--- config.mk ---
export PLATFORM = sky130hd
export DESIGN_NAME = ca_cmd_decoder
export DESIGN_NICKNAME = d
export VERILOG_FILES = /design/src/rtl/ca_cmd_pkg.sv /design/src/rtl/ca_beat_classify.sv /design/src/rtl/ca_field_unpack.sv /design/src/rtl/ca_cmd_decoder.sv
export SDC_FILE = /design/constraint.sdc
export NUM_CORES = 1
export LEC_CHECK = 0
export ABC_AREA = 1
export CAP_MARGIN = 20
export CORE_ASPECT_RATIO = 0.8
export CORE_MARGIN = 1
export CORE_UTILIZATION = 35
export DETAILED_ROUTE_END_ITERATION = 8
export GPL_TIMING_DRIVEN = 0
export SLEW_MARGIN = 20
export SYNTH_ARGS = -nofsm -noshare
export SYNTH_HDL_FRONTEND = slang
export SYNTH_HIERARCHICAL = 1
export SYNTH_SLANG_ARGS = --single-unit
--- constraint.sdc ---
create_clock -name clk -period 2.1 [get_ports clk]
set_input_delay 0.315 -clock clk [delete_from_list [all_inputs] [get_ports clk]]
set_output_delay 0.315 -clock clk [all_outputs]
set_load 0.05 [all_outputs]
--- src/rtl/ca_cmd_pkg.sv ---
package ca_cmd_pkg;
    localparam int CA_W     = 14;
    localparam int BANK_W   = 2;
    localparam int BG_W     = 3;
    localparam int CID_W    = 4;
    localparam int ROW_LO_W = 4;
    localparam int ROW_W    = CA_W + ROW_LO_W;
    localparam int COL_W    = 11;
    localparam int MRA_W    = 8;
    localparam int OP_W     = 8;
    localparam int VREF_W   = 7;
    localparam int NCMD     = 16;

    typedef enum logic [3:0] {
        C_ACT  = 4'd0,
        C_RD   = 4'd1,
        C_WR   = 4'd2,
        C_WRP  = 4'd3,
        C_MRW  = 4'd4,
        C_MRR  = 4'd5,
        C_VRCA = 4'd6,
        C_VRCS = 4'd7,
        C_REFA = 4'd8,
        C_REFS = 4'd9,
        C_RFMA = 4'd10,
        C_RFMS = 4'd11,
        C_PREA = 4'd12,
        C_PRES = 4'd13,
        C_PREB = 4'd14,
        C_MPC  = 4'd15
    } cmd_e;

    typedef struct packed {
        logic [BANK_W-1:0] bank;
        logic [BG_W-1:0]   bg;
        logic [CID_W-1:0]  cid;
        logic [ROW_W-1:0]  row;
        logic [COL_W-1:0]  col;
        logic              bl;
        logic [MRA_W-1:0]  mra;
        logic [OP_W-1:0]   op;
    } cmd_fields_t;
endpackage

--- src/rtl/ca_beat_classify.sv ---
module ca_beat_classify
    import ca_cmd_pkg::*;
(
    input  logic [5:0] lead,     // CA5..CA0 of a first word
    input  logic [2:0] modbits,  // {CA13, CA10, CA9}
    output cmd_e       kind,
    output logic       two_beat,
    output logic       reserved
);
    logic [2:0] pat;
    assign pat = {lead[2], lead[3], lead[4]};

    always_comb begin
        kind     = C_ACT;
        two_beat = 1'b0;
        reserved = 1'b0;
        unique case (lead[1:0])
            2'b00: begin
                kind     = C_ACT;
                two_beat = 1'b1;
            end
            2'b10: reserved = 1'b1;
            2'b01: begin
                if (lead[2]) begin
                    two_beat = 1'b1;
                    unique case ({lead[3], lead[4]})
                        2'b00: kind = C_MRW;
                        2'b01: kind = C_MRR;
                        2'b10: kind = C_WR;
                        2'b11: kind = C_RD;
                    endcase
                end else if (lead[3] && !lead[4] && lead[5]) begin
                    kind     = C_WRP;
                    two_beat = 1'b1;
                end else begin
                    reserved = 1'b1;
                end
            end
            2'b11: begin
                unique case (pat)
                    3'b000: kind = modbits[2] ? C_VRCS : C_VRCA;
                    3'b001: begin
                        unique case (modbits[1:0])
                            2'b11: kind = C_REFA;
                            2'b10: kind = C_REFS;
                            2'b01: kind = C_RFMA;
                            2'b00: kind = C_RFMS;
                        endcase
                    end
                    3'b010: kind = modbits[1] ? C_PRES : C_PREA;
                    3'b011: kind = C_PREB;
                    3'b110: kind = C_MPC;
                    default: reserved = 1'b1;
                endcase
            end
        endcase
    end
endmodule

--- src/rtl/ca_field_unpack.sv ---
module ca_field_unpack
    import ca_cmd_pkg::*;
(
    input  cmd_e              kind,
    input  logic [CA_W-1:2]   first,
    input  logic [CA_W-1:0]   second,
    output cmd_fields_t       f
);
    logic [BANK_W-1:0] w_bank;
    logic [BG_W-1:0]   w_bg;
    logic [CID_W-1:0]  w_cid_lo;
    logic [CID_W-1:0]  w_cid_full;

    assign w_bank     = first[7:6];
    assign w_bg       = first[10:8];
    assign w_cid_lo   = {1'b0, first[13:11]};
    assign w_cid_full = {first[5], first[13:11]};

    always_comb begin
        f = '0;
        unique case (kind)
            C_ACT: begin
                f.bank = w_bank;
                f.bg   = w_bg;
                f.cid  = w_cid_lo;
                f.row  = {second, first[5:2]};
            end
            C_RD, C_WR: begin
                f.bank = w_bank;
                f.bg   = w_bg;
                f.cid  = w_cid_lo;
                f.bl   = first[5];
                f.col  = second[COL_W-1:0];
            end
            C_WRP: begin
                f.bank = w_bank;
                f.bg   = w_bg;
                f.cid  = w_cid_lo;
                f.col  = second[COL_W-1:0];
            end
            C_MRW: begin
                f.mra = first[12:5];
                f.op  = second[OP_W-1:0];
            end
            C_MRR:          f.mra = first[12:5];
            C_VRCA, C_VRCS: f.op  = {1'b0, first[5+VREF_W-1:5]};
            C_REFA, C_RFMA, C_PREA: f.cid = w_cid_full;
            C_REFS, C_RFMS, C_PRES: begin
                f.cid  = w_cid_full;
                f.bank = w_bank;
            end
            C_PREB: begin
                f.cid  = w_cid_full;
                f.bank = w_bank;
                f.bg   = w_bg;
            end
            C_MPC:          f.op  = first[12:5];
        endcase
    end
endmodule

--- src/rtl/ca_cmd_decoder.sv ---
module ca_cmd_decoder
    import ca_cmd_pkg::*;
(
    input  logic              clk,
    input  logic              rst_n,
    input  logic              cs_n,
    input  logic [CA_W-1:0]   ca,
    output logic              cmd_valid,
    output logic [NCMD-1:0]   cmd_type,
    output logic [BANK_W-1:0] bank,
    output logic [BG_W-1:0]   bank_grp,
    output logic [CID_W-1:0]  chip_id,
    output logic [ROW_W-1:0]  row,
    output logic [COL_W-1:0]  col,
    output logic              burst_flag,
    output logic [MRA_W-1:0]  mr_addr,
    output logic [OP_W-1:0]   opcode,
    output logic              illegal,
    output logic              proto_err
);
    typedef enum logic {ST_IDLE, ST_BEAT2} seq_e;

    seq_e              state, state_nx;
    logic [CA_W-1:2]   held_ca;
    cmd_e              held_kind;

    cmd_e              cls_kind;
    logic              cls_two;
    logic              cls_rsv;

    cmd_e              sel_kind;
    logic [CA_W-1:2]   sel_first;
    cmd_fields_t       fld;

    logic              fire;
    logic              start_two;

    ca_beat_classify u_cls (
        .lead     (ca[5:0]),
        .modbits  ({ca[13], ca[10], ca[9]}),
        .kind     (cls_kind),
        .two_beat (cls_two),
        .reserved (cls_rsv)
    );

    always_comb begin
        sel_kind  = (state == ST_BEAT2) ? held_kind : cls_kind;
        sel_first = (state == ST_BEAT2) ? held_ca   : ca[CA_W-1:2];
    end

    ca_field_unpack u_unp (
        .kind   (sel_kind),
        .first  (sel_first),
        .second (ca),
        .f      (fld)
    );

    assign start_two = (state == ST_IDLE) && !cs_n && !cls_rsv && cls_two;
    assign fire      = ((state == ST_IDLE) && !cs_n && !cls_rsv && !cls_two)
                     || ((state == ST_BEAT2) && !cs_n);

    always_comb begin
        state_nx = state;
        unique case (state)
            ST_IDLE:  if (start_two) state_nx = ST_BEAT2;
            ST_BEAT2: state_nx = ST_IDLE;
        endcase
    end

    // state register and held first word
    always_ff @(posedge clk or negedge rst_n) begin
        if (!rst_n) begin
            state     <= ST_IDLE;
            held_ca   <= '0;
            held_kind <= C_ACT;
        end else begin
            state <= state_nx;
            if (start_two) begin
                held_ca   <= ca[CA_W-1:2];
                held_kind <= cls_kind;
            end
        end
    end

    // registered outputs
    always_ff @(posedge clk or negedge rst_n) begin
        if (!rst_n) begin
            cmd_valid  <= 1'b0;
            cmd_type   <= '0;
            bank       <= '0;
            bank_grp   <= '0;
            chip_id    <= '0;
            row        <= '0;
            col        <= '0;
            burst_flag <= 1'b0;
            mr_addr    <= '0;
            opcode     <= '0;
            illegal    <= 1'b0;
            proto_err  <= 1'b0;
        end else begin
            cmd_valid <= fire;
            illegal   <= (state == ST_IDLE) && !cs_n && cls_rsv;
            proto_err <= (state == ST_BEAT2) && cs_n;
            if (fire) begin
                cmd_type   <= NCMD'(1) << sel_kind;
                bank       <= fld.bank;
                bank_grp   <= fld.bg;
                chip_id    <= fld.cid;
                row        <= fld.row;
                col        <= fld.col;
                burst_flag <= fld.bl;
                mr_addr    <= fld.mra;
                opcode     <= fld.op;
            end else begin
                cmd_type   <= '0;
            end
        end
    end
endmodule

# [After elaboration in Yosys (flattened, before gate mapping)]
# Cells that the tools add are included.
# Widths: inputs -> output; s select.
[classes] addsub=0 mul=0 n_div=0 n_lt_le_gt_ge=0 eq_ne=28 shifts=1 n_mux=28 n_bitwise=1 n_reduce_logical=28
[op_table] operator="$eq 4x4->1 const B" count=8
[op_table] operator="$pmux 4 s4" count=2
[op_table] operator="$pmux 8 s3" count=1
[op_table] operator="$pmux 4 s5" count=1
[op_table] operator="$mux 18" count=1
[op_table] operator="$eq 4x3->1 const B" count=4
[op_table] operator="$mux 16" count=1
[op_table] operator="$pmux 4 s2" count=2
[op_table] operator="$shl 1x4->16 const A" count=1
[op_table] operator="$eq 2x2->1 const B" count=6
[op_table] operator="$mux 12" count=1
[op_table] operator="$mux 11" count=1
[op_table] operator="$reduce_or 5->1" count=2
[op_table] operator="$logic_and 1x1->1" count=9
[op_table] operator="$mux 1" count=9
[op_table] operator="$eq 4x2->1 const B" count=2
[op_table] operator="$mux 4" count=2
[op_table] operator="$mux 8" count=1
[op_table] operator="$reduce_or 8->1" count=1
[op_table] operator="$reduce_or 7->1" count=1
[op_table] operator="$eq 2x1->1 const B" count=3
[op_table] operator="$eq 3x2->1 const B" count=2
[op_table] operator="$logic_not 2->1" count=3
[op_table] operator="$reduce_or 2->1" count=3
[op_table] operator="14 further kinds" count=19
[totals] register_bits=91 latchBits=0 mem_bits_rw=0 romBits=0 in_bits=17 out_inout_bits=74 mem_count=0

# [Longest topological paths before layout]
# Gate-level depths: netlist (run 1).
[logic_depth] word_depth=11 mapped_depth=17 mapped_depth_nobuf=17

# [Cells and area by module]
# The synthesis (run 1) kept the hierarchy.
[modules_own_cells] module="ca_cmd_decoder" instances=1 cells_per_inst=420 area_per_inst_um2=3732.3
[modules_own_cells] module="ca_field_unpack" instances=1 cells_per_inst=123 area_per_inst_um2=540.5
[modules_own_cells] module="ca_beat_classify" instances=1 cells_per_inst=40 area_per_inst_um2=186.4

# [Least setup slack after synthesis (run 1)]
# No wires, ideal clock.
[synth_path] path_kind="input-to-reg" from="input ca[3]" to="register col[8]" setup_ps=65 arrival_ps=1567 path_slack_ps=468 path_stages=15 path_buffers=1 path_cell_list="inv_2 -> nor2_2 -> nand2_2 -> nand2_2 -> nand3_1 -> nand2_1 -> nand2_1 -> nand2_1 -> inv_1 -> nand2_4 -> nand2_1 -> buf_4 -> nor2_1 -> nand3_1 -> nand2_1"
[synth_lines] element="start: declaration" line="ca_cmd_decoder.sv:7" text="input logic [CA_W-1:0] ca,"
[synth_lines] element="end signal: assignment" line="ca_cmd_decoder.sv:110" text="col <= fld.col;"
[synth_lines] element="end: declaration" line="ca_cmd_decoder.sv:14" text="output logic [COL_W-1:0] col,"

==> metrics.md, run 1 <==
| Metric | Value |
|---|---|
| Async set or reset register ratio after synthesis | `100%` |
| Gr ovfl total | `0` |
| Post-place setup slack | `-784 ps` |
| Post-route DRC | `0` |
| Worst path slowest cell | `dfrtp_1` |
| Starting Density | `36.3%` |
| Area leader, netlist | `dfrtp_1` |
| Cell breakdown of the critical path | `buf_4, buf_2, buf_2, o21ai_0, inv_1, a21oi_1, nand3_1, nand2_1` |
| Post-CTS Setup Inserts | `0` |
| IO Pins | `91` |
| Fraction of layout cells with a size suffix above 1 | `11.3%` |
| Setup ws final | `141 ps` |
| Period utilization | `93.3%` |
| Clock skew | `5.15 ps` |
| Largest net degree at the start of global routing | `51` |
| Fill count | `1223` |
| Clk Latency, worst-skew pair | `340 ps` |
| Fin nets | `703` |
| H-tree depth | `3` |
| Final hold violation count | `0` |
| RD Place Congestion | `0.856` |
| Slew Limit Fails | `0` |
| Gate Count Post-Synth | `583` |
| # setup viols final | `0` |
| Count leader, synth | `nand2_1` |
| Synthesized Nets | `600` |
| Vias per inst | `4.72` |
| N_diodes | `0` |
| Pwr Density | `928 nW/um2` |
| Min cycle time layout | `1960 ps` |
| Die Y | `103 um` |
| Post-synth EDFFs | `0` |
| Worst slew pin tran | `528 ps` |
| Slew HR | `64.7%` |
| Yosys reg bits | `91` |
| Final antenna-violating net count | `0` |
| Bufs on Longest Clock Path | `2` |
| I/O Buffers | `90` |
| All-Layer GR Usage | `20.1%` |
| Number of max-cap violations | `0` |
| Setup crit start kind | `register` |
| Vias in the first global route | `3889` |
| Yosys warns | `6` |
| Largest stage delay, worst path | `360 ps` |
| R2R cell count | `8` |
| Kind of end point of the critical path | `register` |
| DRT iter0 DRCs | `263` |
| Count of cell types in the netlist | `27` |
| Synthesized area per cell | `7.65 um2` |
| WL per Instance | `14.4 um` |
| Die area | `13200 um2` |
| Root buffer cell | `clkbuf_16` |
| Mapped cell area | `4460 um2` |
| Clk sinks | `91` |
| Fmax | `511 MHz` |
| Cells on Worst Hold Path | `3` |
| DRT Pass-1 Iters | `5` |
| VDD IR-drop max | `0.575 mV` |
| CTS tree | `done` |
| Initial antenna violation count | `0` |
| Arrival time at the worst endpoint | `2240 ps` |
| Pleak | `3.10 nW` |
| Status | `completed` |
| Routed Wire Length | `12400 um` |
| Post-synth top cells | `202 x nand2_1, 91 x dfrtp_1, 72 x nand3_1` |
| Die width | `128 um` |
| Crit Path Class | `register to register` |
| Share of the synthesized area in the top cell type | `51.1%` |
| Half-perimeter wire length after placement | `9370 um` |
| TritonCTS buffer count | `9` |
| Synth Flop Type | `dfrtp_1` |
| Final Hold Slack | `359 ps` |
| Area growth syn-to-layout | `33.1%` |
| Synth top area cells | `dfrtp_1 51%, nand2_1 17%, nand3_1 8.1%, nor2_1 5.4%, inv_1 5.1%` |
| Core footprint | `12300 um2` |
| CTS clk-pin slew, worst paths | `60 ps` |
| Row cnt | `36` |
| Worst hold path class | `primary input to register` |
| Global-route wire length before repair | `20300 um` |
| Cell mode on critical path | `buf_2` |
| Sequential area share after synthesis | `51.1%` |
| Critical path required time | `2380 ps` |
| Max FO, Critical Path | `10` |
| Vias | `4066` |
metrics by stage:
step / total power, W / instances / instance area (um2) / TNS (ps) / util, %
after CTS: 0.00557 / 861 / 5940 / 0 / 48.3
final: 0.00551 / 861 / 5940 / 0 / 48.3
after global placement: 0.00378 / 844 / 5570 / -279810 / 45.3
after floorplan: 0.00320 / 583 / 4460 / 0 / -
after detailed placement: 0.00380 / 845 / 5600 / -43510 / 45.6
after global routing: 0.00578 / 861 / 5940 / -10.8 / 48.3
report_power, final:
group | internal [W] | leakage, nW | switching, W | total [W]
Combinational | 0.000516 | 1.73 | 0.00115 | 0.00167
Sequential | 0.00198 | 1.22 | 0.000128 | 0.00211
Clock | 0.00107 | 0.156 | 0.000660 | 0.00173
state kept, by name, summed over array words and instances, names as in the netlist:
| name | count |
|---|---|
| burst_flag | 1 |
| row | 18 |
| col | 11 |
| opcode | 8 |
| illegal | 1 |
| bank | 2 |
| state | 1 |
| bank_grp | 3 |
| chip_id | 4 |
| cmd_valid | 1 |
| mr_addr | 8 |
| proto_err | 1 |
| held_ca | 12 |
| cmd_type | 16 |
| held_kind | 4 |
layout make-up:
cell class | instances | area, um2 | area share [%]
clock buffers | 11 | 243 | 4.09
inverters | 68 | 258 | 4.34
multi-input cells | 397 | 1760 | 29.7
clock inverters | 4 | 73.8 | 1.24
well taps | 171 | 214 | 3.60
plain buffers | 27 | 190 | 3.20
flip-flops and latches | 91 | 2280 | 38.4
repair buffers | 92 | 918 | 15.5
layout by cell type, fill, tap and decap left out, drive strengths merged:
cell type / instances
a211oi: 1
a21oi: 4
a31oi: 1
buf: 28
bufinv: 2
clkbuf: 17
clkdlybuf4s50: 81
clkinv: 1
dfrtp: 91
dlygate4sd2: 1
dlygate4sd3: 1
dlymetal6s2s: 2
inv: 69
nand2: 212
nand3: 74
nor2: 69
nor3: 1
nor3b: 1
o211ai: 1
o21ai: 33
repair_timing:
action                     in CTS  in global routing
hold endpoints to repair       41                  0
setup endpoints to repair      65                 35
resized for setup              16                 15
cloned                          0                  0
hold buffers                    1                  0
cell families (layout without fill, tap and decap cells):
logic type,count (synthesis),after routing,share of synthesized area (%)
AND/OR/NAND/NOR,357,357,33.9
buffers and inverters,95,202,10.0
flip-flops,91,91,51.1
AO/OA/AOI/OAI,40,40,4.97
final timing paths:
path                            slack, ps    start         end
min in group asynchronous             450    rst_n     illegal
worst min-delay path                  360    ca[9]  held_ca[9]
worst max-delay path                  140    state     bank[1]
worst max register to register        140    state     bank[1]
worst min register to register        470  row[11]     row[11]
max in group asynchronous            1060    rst_n   opcode[5]
critical path: cells and delay by family (launching register included):
family          cells  cell delay [ps]
compound gates      2              640
buf+inv             4              670
simple gates        2              230
flops               1              360
metal layers:
metal	vias to the layer above	share of wire [%]	track usage, %
met5	-	0	0
met4	0	0.97	4.71
met3	9	7.1	4.67
met2	133	43	30.2
met1	1921	49	29.3
li1	2003	-	-
(Power assumes the default switching activity.)
==> run 2: changes to the inputs <==
CORE_ASPECT_RATIO = 0.6   (was 0.8)
==> run 2 against run 1 <==
  * Highest routed layer unchanged
  * Critical path depth grew 7
  * Sequential power about the same
  * Sequential share of layout area is 0.12 points higher
  * Cell area decreased by 0.32%
  * Global-route usage grew 0.62 points
  * Clock power fell by 11%
  * Largest cell class unchanged
  * Register-to-register slack worse by 20 ps
  * Critical endpoint is now row[16]
==> metrics.md, run 2 (synthesized netlist as in run 1, its figures left out) <==
| Metric | Value |
|---|---|
| Status | `completed` |
| Half-perimeter wire length after placement | `9680 um (+3.4%)` |
| Max reg flops | `18 (unchanged)` |
| Arrival time at the worst endpoint | `2260 ps (+20 ps)` |
| FF-to-FF End | `chip_id[0]` |
| Regs by FF count | `row x18, cmd_type x16, held_ca x12` |
| Met2 Track Usage GR | `28.6% (-1.6 points)` |
| Bufs on Longest Clock Path | `2 (unchanged)` |
| Root buffer cell | `clkbuf_16` |
| Kind of end point of the critical path | `register` |
| Number of max-cap violations | `0 (unchanged)` |
| Final std cells w/o fill | `857 (-0.46%)` |
| Worst slew pin tran | `574 ps (+45.8 ps)` |
| I/O Buffers | `90 (unchanged)` |
| TritonCTS buffer count | `9 (unchanged)` |
| DRT Pass-1 Iters | `5 (unchanged)` |
| # setup viols final | `0 (unchanged)` |
| Min-delay src | `ca[10]` |
| Row cnt | `31 (-14%)` |
| Slew Limit Fails | `0 (unchanged)` |
| FF-to-FF setup slack | `120 ps (-20 ps)` |
| Die width | `148 um (+15%)` |
| RD Place Congestion | `0.921 (+7.6%)` |
| Pleak | `3.08 nW (-0.41%)` |
| GR peak layer | `met1` |
| Core footprint | `12200 um2 (-0.64%)` |
| Global-route wire length before repair | `20600 um (+1.4%)` |
| DRT iter0 DRCs | `344 (+31%)` |
| Most frequent cells in the layout | `199 x nand2_1, 91 x dfrtp_1, 82 x clkdlybuf4s50_1, 72 x nand3_1, 62 x nor2_1` |
| Largest net degree at the start of global routing | `52 (+2.0%)` |
| Worst hold path class | `primary input to register` |
| Die Y | `89.4 um (-13%)` |
| Grt met3 use | `5.66% (+0.99 points)` |
| H-tree depth | `3 (unchanged)` |
| Clk sinks | `91 (unchanged)` |
| Min cycle time layout | `1980 ps (+20.8 ps)` |
| Vias in the first global route | `3945 (+1.4%)` |
| Max FO, Critical Path | `10 (unchanged)` |
| Die area | `13200 um2 (about the same)` |
| Cell mode on critical path | `nand2_1` |
| R2R cell count | `8 (unchanged)` |
| Slew HR | `61.3% (-3.4 points)` |
| WL per Instance | `14.8 um (+2.6%)` |
| Clock skew | `5.93 ps (+0.783 ps)` |
| Worst path slowest cell | `clkdlybuf4s18_2` |
| Area after DPL | `5590 um2 (-0.20%)` |
| Placed Cells | `839 (-0.71%)` |
| Post-place setup slack | `-844 ps (-59.4 ps)` |
| Total Neg Setup Slack | `0 ps (unchanged)` |
| Final antenna-violating net count | `0 (unchanged)` |
| Largest stage delay, worst path | `320 ps (-40 ps)` |
| Vias | `4114 (+1.2%)` |
| Largest Register | `row` |
| Clk Latency, worst-skew pair | `340 ps (about the same)` |
| Critical path required time | `2380 ps (about the same)` |
| Setup crit start kind | `primary input` |
| Period utilization | `94.3% (+0.99 points)` |
| Cell breakdown of the critical path | `clkdlybuf4s18_2, nand2_1, nand2_2, nand2_2, inv_2, nand2_1, nand2_1, nand2_1, nand2_2, inv_2, nand3_4, buf_6, nor2_2, nand3_1, nand2_1` |
| All-Layer GR Usage | `20.7% (+0.62 points)` |
| N_diodes | `0 (unchanged)` |
| Fmax | `505 MHz (-1.1%)` |
| Critical path buffers and inverters | `4 (unchanged)` |
| Area growth syn-to-layout | `32.7%` |
| Routed Wire Length | `12700 um (+2.2%)` |
| IO Pins | `91 (unchanged)` |
| Worst R2R Start | `state` |
| Fill count | `1205 (-1.5%)` |
| Commonest non-fill, non-tap cell in the layout | `nand2_1` |
| Cells on Worst Hold Path | `3 (unchanged)` |
| Fin nets | `704 (+0.14%)` |
| Setup ws final | `121 ps (-20.8 ps)` |
| CP top delay family | `simple AND/OR/NAND/NOR gates` |
| Crit Path Class | `primary input to register` |
| Worst Hold Path EP | `held_ca[10]` |
| Initial antenna violation count | `0 (unchanged)` |
| Gr ovfl total | `0 (unchanged)` |
| Met1 usage | `31.4% (+2.0 points)` |
| CTS tree | `done` |
| CTS clk-pin slew, worst paths | `60 ps (about the same)` |
| Fraction of layout cells with a size suffix above 1 | `11.8% (+0.55 points)` |
| Fin area | `5920 um2 (-0.32%)` |
| Final hold violation count | `0 (unchanged)` |
| Pwr Density | `901 nW/um2 (-2.9%)` |
| Starting Density | `36.5% (+0.23 points)` |
| Vias per inst | `4.80 (+1.7%)` |
| Post-route DRC | `0 (unchanged)` |
| VDD IR-drop max | `0.421 mV (-27%)` |
| Crit path from | `ca[3]` |
## run 2: worst max path at each step
stage,to,slack (ps),depth (start not counted)
finish,row[16],120,15
CTS,col[0],70,14
global placement,row[7],-2580,1
global route,row[16],-10,15
floorplan,col[8],470,15
detailed placement,row[16],-840,16
## run 2: layer usage
| layer | vias to the layer above | part of all wire, % | wire, um |
|---|---|---|---|
| met5 | - | 0 | 0 |
| met4 | 0 | 0.79 | 101 |
| met3 | 12 | 8.2 | 1040 |
| met2 | 162 | 40 | 5110 |
| met1 | 1935 | 51 | 6450 |
| li1 | 2005 | - | - |
## run 2: cell type report
cell class	count	area (um2)	area share, %
tap	165	206	3.49
clock buffer	10	239	4.04
inverter	68	258	4.36
multi-input combinational	397	1760	29.8
buffer	27	190	3.21
timing repair buffer	93	935	15.8
clock inverter	6	47.5	0.804
sequential	91	2280	38.5
## run 2: where the power goes
part | internal, W | switching [W] | leakage, nW
Clock | 0.000844 | 0.000692 | 0.139
Combinational | 0.000519 | 0.00116 | 1.73
Sequential | 0.00198 | 0.000137 | 1.22
Total | 0.00334 | 0.00199 | 3.08
## run 2: tightest hold or removal path, cell delays in order
cell and delay (ps):
dlymetal6s2s_1 170, inv_1 80, o21ai_0 80
## run 2: stage by stage
step,hold WS (ps),utilization (%),power (W)
6_report,354,48.4,0.00533
3_3_place_gp,457,45.6,0.00378
2_1_floorplan,19.4,-,0.00320
3_5_place_dp,330,45.8,0.00381
5_1_grt,384,48.4,0.00561
4_1_cts,478,48.3,0.00537
## run 2: timing repair
item,in CTS,in global routing
pin swaps,0,0
resized for setup,16,14
hold buffers,1,0
setup buffers,1,0
setup endpoints to repair,68,43
hold endpoints to repair,40,0
==> run 3: changes to the inputs <==
CORE_UTILIZATION = 50   (was 35)
PLACE_DENSITY = 0.78   (was not set)
==> run 3 against run 2 <==
  * Global-route usage is 8.4 points higher
  * Flip-flop and latch count stayed put
  * Count of clock-buffer cells in the layout is 2 higher
  * Register-to-register slack better by 50 ps
  * Clock skew is 2.9 ps higher
  * Non-clock buffer count is 1 lower
  * Critical path depth is 1 lower
  * Sequential power hardly changed
  * Clock power hardly changed
  * Combinational power hardly changed
  * Critical path type unchanged
  * Largest cell class unchanged
  * Largest power group unchanged
  * Highest routed layer unchanged
==> metrics.md, run 3 (synthesized netlist as in run 1, its figures left out) <==
| Metric | Value |
|---|---|
| Status | `completed` |
| Regs by FF count | `row x18, cmd_type x16, held_ca x12` |
| CTS tree | `done` |
| CP top delay family | `simple AND/OR/NAND/NOR gates` |
| Worst path slowest cell | `clkdlybuf4s50_1` |
| Vias | `4238 (+3.0%)` |
| Fill count | `732 (-39%)` |
| Metal2 WL | `5450 um (+6.6%)` |
| Worst hold path class | `primary input to register` |
| Starting Density | `51.9% (+15 points)` |
| FF-to-FF setup slack | `170 ps (+50 ps)` |
| Arrival time at the worst endpoint | `2260 ps (about the same)` |
| Max reg flops | `18 (unchanged)` |
| Vias per inst | `5.28 (+9.9%)` |
| Number of max-cap violations | `0 (unchanged)` |
| Bufs on Longest Clock Path | `2 (unchanged)` |
| Unrepaired setup endpoints after global routing | `false` |
| Initial antenna violation count | `0 (unchanged)` |
| Pwr Density | `912 nW/um2 (+1.2%)` |
| Core footprint | `8590 um2 (-30%)` |
| Post-place setup slack | `-765 ps (+78.3 ps)` |
| Pleak | `3.07 nW (-0.54%)` |
| Post-CTS Setup Inserts | `0 (-1)` |
| Fmax | `504 MHz (-0.26%)` |
| Largest net degree at the start of global routing | `47 (-9.6%)` |
| Gr ovfl total | `0 (unchanged)` |
| Min cycle time layout | `1980 ps (+5.16 ps)` |
| RD Place Congestion | `0.934 (+1.4%)` |
| Global-route wire length before repair | `19800 um (-3.5%)` |
| Kind of end point of the critical path | `register` |
| # setup viols final | `0 (unchanged)` |
| Vias in the first global route | `3921 (-0.61%)` |
| Final hold violation count | `0 (unchanged)` |
| Slew Limit Fails | `0 (unchanged)` |
| Critical path buffers and inverters | `4 (unchanged)` |
| Critical path required time | `2380 ps (about the same)` |
| WL per Instance | `15.6 um (+5.1%)` |
| Largest Register | `row` |
| Cell mode on critical path | `nand2_1` |
| Clk Latency, worst-skew pair | `340 ps (about the same)` |
| Setup ws final | `115 ps (-5.16 ps)` |
| TritonCTS buffer count | `9 (unchanged)` |
| Final antenna-violating net count | `0 (unchanged)` |
| Root buffer cell | `clkbuf_16` |
| Row cnt | `26 (-16%)` |
| IO Pins | `91 (unchanged)` |
| All-Layer GR Usage | `29.1% (+8.4 points)` |
| Die width | `124 um (-16%)` |
| Die area | `9310 um2 (-30%)` |
| Final std cells w/o fill | `803 (-6.3%)` |
| I/O Buffers | `90 (unchanged)` |
| Die Y | `75.2 um (-16%)` |
| Fin nets | `703 (-0.14%)` |
| Half-perimeter wire length after placement | `9160 um (-5.4%)` |
| Most frequent cells in the layout | `199 x nand2_1, 91 x dfrtp_1, 82 x clkdlybuf4s50_1, 72 x nand3_1, 63 x nor2_1` |
| Fraction of layout cells with a size suffix above 1 | `11.1% (-0.71 points)` |
| Placed Cells | `786 (-6.3%)` |
| Clk sinks | `91 (unchanged)` |
| CTS clk-pin slew, worst paths | `60 ps (about the same)` |
| Cell breakdown of the critical path | `clkdlybuf4s50_1, inv_1, nand3_1, nand3_1, nand2_1, nand2_1, nand2_1, nand2_4, inv_1, nand3_4, buf_6, nor2_1, nand3_1, nand2_1` |
| VDD IR-drop max | `0.471 mV (+12%)` |
| Commonest non-fill, non-tap cell in the layout | `nand2_1` |
| Crit Path Class | `primary input to register` |
| Met3 WL | `1140 um (+9.3%)` |
| Post-route DRC | `0 (unchanged)` |
| Total power | `0.00531 W (-0.34%)` |
| Max FO, Critical Path | `10 (unchanged)` |
| Final Util | `67.8% (+19 points)` |
| DRT iter0 DRCs | `330 (-4.1%)` |
| Worst slew pin tran | `588 ps (+13.8 ps)` |
| H-tree depth | `3 (unchanged)` |
| Uppermost routed layer | `met4` |
| Slew HR | `60.8% (-0.52 points)` |
| Routed Wire Length | `12500 um (-1.5%)` |
| Area growth syn-to-layout | `30.6%` |
| Setup crit start kind | `primary input` |
| Largest stage delay, worst path | `500 ps (+180 ps)` |
| Period utilization | `94.5% (+0.25 points)` |
| Clock skew | `8.87 ps (+2.94 ps)` |
| Metal-1 WL | `5780 um (-10%)` |
| N_diodes | `0 (unchanged)` |
| DRT Pass-1 Iters | `5 (unchanged)` |
run 3: metal layers:
| metal | global-route usage, % | vias up |
|---|---|---|
| li1 | - | 1995 |
| met1 | 42.8 | 1997 |
| met2 | 43.2 | 229 |
| met3 | 6.89 | 17 |
| met4 | 8.20 | 0 |
| met5 | 0 | - |
run 3: power breakdown:
group | switching, W | total [W] | leakage (nW) | internal, W
registers | 0.000140 | 0.00212 | 1.22 | 0.00198
logic | 0.00116 | 0.00168 | 1.72 | 0.000516
clock network | 0.000653 | 0.00152 | 0.135 | 0.000863
total | 0.00195 | 0.00531 | 3.07 | 0.00336
run 3: what timing repair did:
action	CTS	global route
gates resized for setup	14	13
hold endpoints to repair	3	0
pin swaps	0	0
setup endpoints to repair	70	44
hold buffers	1	0
run 3: path summary, 6_finish.rpt:
kind / endpoint / cells after the start / from
setup reg to reg: bank_grp[1] / 8 / state
hold / removal: held_ca[10] / 3 / ca[10]
min in group asynchronous: row[2] / 2 / rst_n
hold reg to reg: col[2] / 2 / col[2]
setup / recovery: row[16] / 14 / ca[9]
max in group asynchronous: col[8] / 3 / rst_n
run 3: cell type report:
| cell class | instances | area, um2 | share of cell area, % |
|---|---|---|---|
| Buffer | 27 | 190 | 3.26 |
| Clock buffer | 12 | 256 | 4.40 |
| Clock inverter | 4 | 25.0 | 0.430 |
| Inverter | 68 | 260 | 4.47 |
| Multi-Input combinational cell | 397 | 1760 | 30.2 |
| Sequential cell | 91 | 2280 | 39.1 |
| Tap cell | 112 | 140 | 2.41 |
| Timing Repair Buffer | 92 | 918 | 15.8 |
run 3: per-stage QoR:
step | TNS, ps | area (um2) | hold slack [ps]
detailed placement | -46780 | 5530 | 354
finish | 0 | 5830 | 341
floorplan | 0 | 4460 | 19.4
global route | 0 | 5830 | 368
CTS | 0 | 5820 | 472
global placement | -262460 | 5500 | 454
run 3: worst reg2reg max path, cell delays in order, from the launching register on:
cell and delay, ps:
dfrtp_1 350, buf_4 170, buf_2 180, buf_2 200, o21ai_0 470, inv_1 160, nor2_1 150, nand3_1 100
nand2_1 80
